<file path="config.mk">
export PLATFORM = sky130hd
export DESIGN_NAME = lbus_irq_agg
export DESIGN_NICKNAME = d
export VERILOG_FILES = /design/src/rtl/lbus_irq_agg.sv
export SDC_FILE = /design/constraint.sdc
export NUM_CORES = 1
export LEC_CHECK = 0
export CORE_MARGIN = 1.5
export CORE_UTILIZATION = 60
export DETAILED_ROUTE_END_ITERATION = 7
export DONT_BUFFER_PORTS = 1
export PLACE_DENSITY = 0.8
export SETUP_SLACK_MARGIN = 0.5
export SLEW_MARGIN = 20
export SYNTH_ARGS = -nofsm -noshare
export SYNTH_HDL_FRONTEND = slang
export SYNTH_SLANG_ARGS = --single-unit
</file>
<file path="constraint.sdc">
create_clock -name clk -period 1.7 [get_ports clk]
set_clock_uncertainty 0.1 [all_clocks]
set_input_delay 0.17 -clock clk [delete_from_list [all_inputs] [get_ports clk]]
set_output_delay 0.17 -clock clk [all_outputs]
set_load 0.02 [all_outputs]
</file>
<file path="src/rtl/lbus_irq_agg.sv">
module lbus_irq_agg #(
  parameter int N_SRC       = 16,
  parameter int OFF_W       = 8,
  parameter int SYNC_STAGES = 2,
  parameter int VEC_OFF     = 0,
  parameter int MASK_OFF    = 2
) (
  input  logic             clk,
  input  logic             rst_n,
  input  logic [N_SRC-1:0] src_lvl,
  input  logic [OFF_W-1:0] bus_addr,
  input  logic             bus_we,
  input  logic [7:0]       bus_wdata,
  output logic [7:0]       bus_rdata,
  output logic             irq_out
);
  localparam int LANES = (N_SRC + 7) / 8;

  logic [SYNC_STAGES-1:0][N_SRC-1:0] sync_q;
  logic [LANES*8-1:0]                mask_q;
  logic [N_SRC-1:0]                  src_q;
  logic [N_SRC-1:0]                  pending;
  logic [7:0]                        vec;

  assign src_q   = sync_q[SYNC_STAGES-1];
  assign pending = src_q & mask_q[N_SRC-1:0];

  always_ff @(posedge clk or negedge rst_n) begin
    if (!rst_n) sync_q <= '0;
    else        sync_q <= {sync_q[SYNC_STAGES-2:0], src_lvl};
  end

  always_ff @(posedge clk or negedge rst_n) begin
    if (!rst_n) begin
      mask_q <= '0;
    end else if (bus_we) begin
      for (int g = 0; g < LANES; g++)
        if (bus_addr == OFF_W'(MASK_OFF + g)) mask_q[g*8 +: 8] <= bus_wdata;
    end
  end

  always_comb begin
    vec = '0;
    for (int i = N_SRC - 1; i >= 0; i--)
      if (pending[i]) vec = 8'((i + 1) * 4);
  end

  assign bus_rdata = (bus_addr == OFF_W'(VEC_OFF)) ? vec : 8'h00;

  always_ff @(posedge clk or negedge rst_n) begin
    if (!rst_n) irq_out <= 1'b0;
    else        irq_out <= |pending;
  end

  AST_VEC_ZERO_IDLE: assert property (@(posedge clk) disable iff (!rst_n)
    (pending == '0) |-> (vec == 8'h00));
  AST_VEC_ALIGNED: assert property (@(posedge clk) disable iff (!rst_n)
    (pending != '0) |-> (vec != 8'h00 && vec[1:0] == 2'b00));
  AST_IRQ_NEEDS_MASK: assert property (@(posedge clk) disable iff (!rst_n)
    irq_out |-> ($past(mask_q) != '0));
  AST_MASK_HOLD: assert property (@(posedge clk) disable iff (!rst_n)
    !(bus_we && (bus_addr == OFF_W'(MASK_OFF) || bus_addr == OFF_W'(MASK_OFF + 1)))
      |=> $stable(mask_q));
  AST_LOW_LANE_KEEPS_HIGH: assert property (@(posedge clk) disable iff (!rst_n)
    (bus_we && bus_addr == OFF_W'(MASK_OFF))
      |=> (mask_q[15:8] == $past(mask_q[15:8]) && mask_q[7:0] == $past(bus_wdata)));
  AST_RDATA_OFFSET: assert property (@(posedge clk) disable iff (!rst_n)
    (bus_addr != OFF_W'(VEC_OFF)) |-> (bus_rdata == 8'h00));
endmodule

</file>
==> impl_metrics.xml <==
<?xml version="1.0" encoding="UTF-8"?>
<metrics>
  <group name="drt">
    <metric name="ant_nets" unit="">0</metric>
    <metric name="wl_per_cell" unit="µm">17.57</metric>
    <metric name="via_per_inst" unit="">5.804</metric>
    <metric name="detail_route.wirelength" unit="mm">3.320</metric>
    <metric name="drtIter0Drc" unit="">39</metric>
    <metric name="route.detailed.drc" unit="">0</metric>
    <metric name="drt-pass1-iter-count" unit="">4</metric>
    <metric name="dr_total_vias" unit="">1097</metric>
  </group>
  <group name="setup_path">
    <metric name="critical_path.slowest_cell" unit="">dfrtp_1</metric>
    <metric name="crit_start_category" unit="">register</metric>
    <metric name="worst-endpoint-required" unit="ns">1.43</metric>
    <metric name="critical_path.n_buffers_inverters" unit="">0</metric>
    <metric name="critical_path.max_fanout" unit="">4</metric>
    <metric name="path_cells" unit="">a32o_1, a31oi_1, o21ai_1, a22o_1, a21boi_4</metric>
    <metric name="worst-setup-path-type" unit="">register to output port</metric>
    <metric name="cp-end-kind" unit="">output port</metric>
    <metric name="rrSetupSlack" unit="ns">0.24</metric>
    <metric name="worst_r2r_path_depth" unit="">5</metric>
    <metric name="critical-path-max-stage-delay" unit="ns">0.45</metric>
    <metric name="arrival" unit="ns">1.79</metric>
    <metric name="worst_r2r_endpoint" unit="">irq_out$_DFF_PN0_</metric>
    <metric name="crit_family" unit="">compound AO/OA/AOI/OAI gates</metric>
    <metric name="critical_path.reg2reg.startpoint" unit="">src_q[13]$_DFF_PN0_</metric>
  </group>
  <group name="finish">
    <metric name="layout.cell_area.non_filler" unit="µm²">2241</metric>
    <metric name="area_delta_synth_final" unit="%">29.22</metric>
    <metric name="fin_util" unit="">0.8126</metric>
    <metric name="post_route_cells_drive_above_1_share" unit="">0.3418</metric>
    <metric name="layoutNonFillerInstCount" unit="">189</metric>
    <metric name="design.final.nets" unit="">192</metric>
    <metric name="fillerInstances" unit="">159</metric>
    <metric name="diodes" unit="">0</metric>
  </group>
  <group name="synthesis">
    <metric name="synth_top_family_by_area" unit="">simple AND/OR/NAND/NOR gates</metric>
    <metric name="yosys-top-cells-area" unit="">dfrtp_1 71%, mux2_2 9.7%, nand2_1 4.3%, nand3_1 1.7%, a22oi_1 1.3%</metric>
    <metric name="synth_edf_count" unit="">0</metric>
    <metric name="synth.ff_latch_count" unit="">49</metric>
    <metric name="yosys.area.top_type" unit="">dfrtp_1</metric>
    <metric name="syn_area" unit="µm²">1734</metric>
    <metric name="synth_simple_gate_area_frac" unit="">0.1162</metric>
    <metric name="synth_top_area_frac" unit="">0.7071</metric>
    <metric name="yosys-mux-area-fraction" unit="">0.1039</metric>
    <metric name="ys_async_rst_share" unit="">1.000</metric>
    <metric name="cell_count_after_synthesis" unit="">123</metric>
    <metric name="synth_area_per_cell" unit="µm²">14.10</metric>
    <metric name="synth-compound-area-share" unit="">0.05556</metric>
    <metric name="yosys.cell_count.top_type" unit="">dfrtp_1</metric>
    <metric name="synthXorXnorAreaFrac" unit="">0</metric>
    <metric name="ys_dominant_reg_cell" unit="">dfrtp_1</metric>
    <metric name="yosys-top-cells-count" unit="">49 x dfrtp_1, 20 x nand2_1, 15 x mux2_2, 6 x nand3_1, 6 x nor2_1</metric>
    <metric name="netlist-cell-type-count" unit="">24</metric>
    <metric name="synth_adder_area_share" unit="">0</metric>
    <metric name="synth-warning-count" unit="">0</metric>
    <metric name="synth_sequential_area_ratio" unit="">0.7071</metric>
  </group>
  <group name="clocking">
    <metric name="clock_sinks" unit="">49</metric>
    <metric name="maximum_clock_path_buffer_count" unit="">2</metric>
    <metric name="clock_tree_from_tritoncts" unit="">yes</metric>
    <metric name="ctsHtreeMaxLevel" unit="">2</metric>
    <metric name="cts_hold_repair.buffers" unit="">24</metric>
    <metric name="ctsRootBufferMaster" unit="">clkbuf_4</metric>
    <metric name="clk-insertion-delay-late" unit="ns">0.37</metric>
    <metric name="clkTransAtPathRegs" unit="ns">0.14</metric>
    <metric name="cts-buffers-inserted" unit="">5</metric>
  </group>
  <group name="floorplanning">
    <metric name="design.die.area" unit="µm²">3222</metric>
    <metric name="die_width" unit="µm">56.76</metric>
    <metric name="die_y" unit="µm">56.76</metric>
    <metric name="core_area" unit="µm²">2758</metric>
    <metric name="initial_core_util" unit="">0.6289</metric>
    <metric name="ios" unit="">44</metric>
    <metric name="placement_rows" unit="">19</metric>
  </group>
  <group name="grt">
    <metric name="largest_net_degree_at_the_start_of_global_routing" unit="">50</metric>
    <metric name="via_count_of_the_first_global_routing_pass" unit="">1190</metric>
    <metric name="grt_use_total" unit="">0.2372</metric>
    <metric name="grt_first_pass_wirelength" unit="mm">5.464</metric>
    <metric name="grt_antenna_before_repair" unit="">0</metric>
    <metric name="grt_overflow_total" unit="">0</metric>
  </group>
  <group name="sta">
    <metric name="totalNegativeSetupSlack" unit="ns">-1.249</metric>
    <metric name="maxClockFrequency" unit="MHz">486.3</metric>
    <metric name="setup_viol" unit="">5</metric>
    <metric name="final.period_utilization" unit="">1.210</metric>
    <metric name="final_hold_viol_count" unit="">49</metric>
    <metric name="whs" unit="ns">-0.6296</metric>
    <metric name="slew_violations" unit="">0</metric>
    <metric name="min_tclk_post_route" unit="ns">2.056</metric>
    <metric name="postLayoutSetupSlackWorst" unit="ns">-0.3564</metric>
    <metric name="grt_setup_unrepaired" unit="">yes</metric>
  </group>
  <group name="min_path">
    <metric name="worst_hold_path_type" unit="">primary input to asynchronous set/reset pin</metric>
  </group>
  <group name="place">
    <metric name="final_estimated_routing_congestion_in_global_placement" unit="">0.8923</metric>
    <metric name="dp.cells" unit="">154</metric>
    <metric name="placed_area" unit="µm²">1871</metric>
    <metric name="dp_hpwl" unit="mm">2.124</metric>
    <metric name="place.port_buffers" unit="">0</metric>
  </group>
  <group name="flow_run">
    <metric name="maxCapViolCount" unit="">0</metric>
  </group>
  <group name="power">
    <metric name="p_per_area" unit="nW/µm²">904.9</metric>
    <metric name="cellLeakagePower" unit="nW">1.012</metric>
    <metric name="vdd_ir_drop_max" unit="mV">0.9097</metric>
    <metric name="design_power_total" unit="mW">2.028</metric>
  </group>
  <group name="status">
    <metric name="run_status" unit="">complete, but fails checks</metric>
    <metric name="violated_checks" unit="">hold timing, setup timing</metric>
  </group>
</metrics>
-- registers in the layout, indices dropped and copies added (netlist names) --
register / cells
irq_out: 1
src_q: 16
mask_q: 16
sync_q: 16
-- logic make-up after synthesis --
family                 after synthesis
buffers and inverters                4
AOI/OAI and AO/OA                   13
other                                1
DFF                                 49
and+or+nand+nor                     40
muxes                               16
-- worst reg2reg max path, cell delays in order, from the launching register on --
cell and delay (ns):
dfrtp_1 0.41, a22oi_2 0.28, nand3_2 0.17, nor3_4 0.20
buf_6 0.14, nand3_1 0.05
-- repair_timing --
item	CTS	global route
pin swaps	5	7
gates resized for setup	4	5
hold endpoints to repair	81	49
setup buffers	2	1
setup endpoints to repair	6	6
-- where the power goes --
group / switching, mW / internal (mW)
sequential: 0.0438 / 1.23
clock: 0.373 / 0.207
combinational: 0.0761 / 0.0991
total: 0.493 / 1.53
-- per-layer routing --
metal  GRT usage  share of wire  vias to the layer above
met5           0              0                        -
met4      0.1229          0.030                        0
met3     0.06452          0.074                       11
met2      0.3821           0.50                       56
met1      0.2945           0.40                      541
li1            -              -                      489
-- cell type report --
class,count,area [µm²],share of cell area
clock inverters,2,16.27,0.007259
repair buffers,28,274.0,0.1223
well taps,31,38.79,0.01731
flip-flops and latches,49,1226,0.5472
inverters,1,3.754,0.001675
multi-input cells,72,630.6,0.2814
clock buffers,6,51.30,0.02289
-- cells in the final DEF, fill, tap and decap left out, types with 2 or more instances in the layout --
cell type	instances
a22oi_2	2
a32o_1	2
buf_4	3
clkbuf_4	5
conb_1	3
dfrtp_1	49
dlygate4sd3_1	24
mux2_2	15
nand2_1	15
nand2_2	5
nand3_1	3
nand3_2	3
nor2_1	2
nor2_2	2
nor2_4	3
nor3_4	2
-- through the flow --
stage / setup WS [ns] / hold WS [ns]
after global routing: -0.5281 / -0.6592
after floorplan: 0.1789 / -0.2256
after detailed placement: 0.1002 / -0.2246
final: -0.3564 / -0.6296
after CTS: -0.3062 / -0.6417
after global placement: 0.1072 / -0.2245
-- worst max path at each step --
stage          cells past startpoint              startpoint      endpoint  slack (ns)
2_1_floorplan                      5  mask_q[11]$_DFFE_PN0P_  bus_rdata[2]        0.18
3_3_place_gp                       5  mask_q[11]$_DFFE_PN0P_  bus_rdata[2]        0.11
3_5_place_dp                       6   mask_q[6]$_DFFE_PN0P_  bus_rdata[2]        0.10
4_1_cts                            5   mask_q[4]$_DFFE_PN0P_  bus_rdata[6]       -0.31
5_1_grt                            5  mask_q[11]$_DFFE_PN0P_  bus_rdata[2]       -0.53
6_report                           5  mask_q[11]$_DFFE_PN0P_  bus_rdata[2]       -0.36
(Power assumes the default switching activity.)
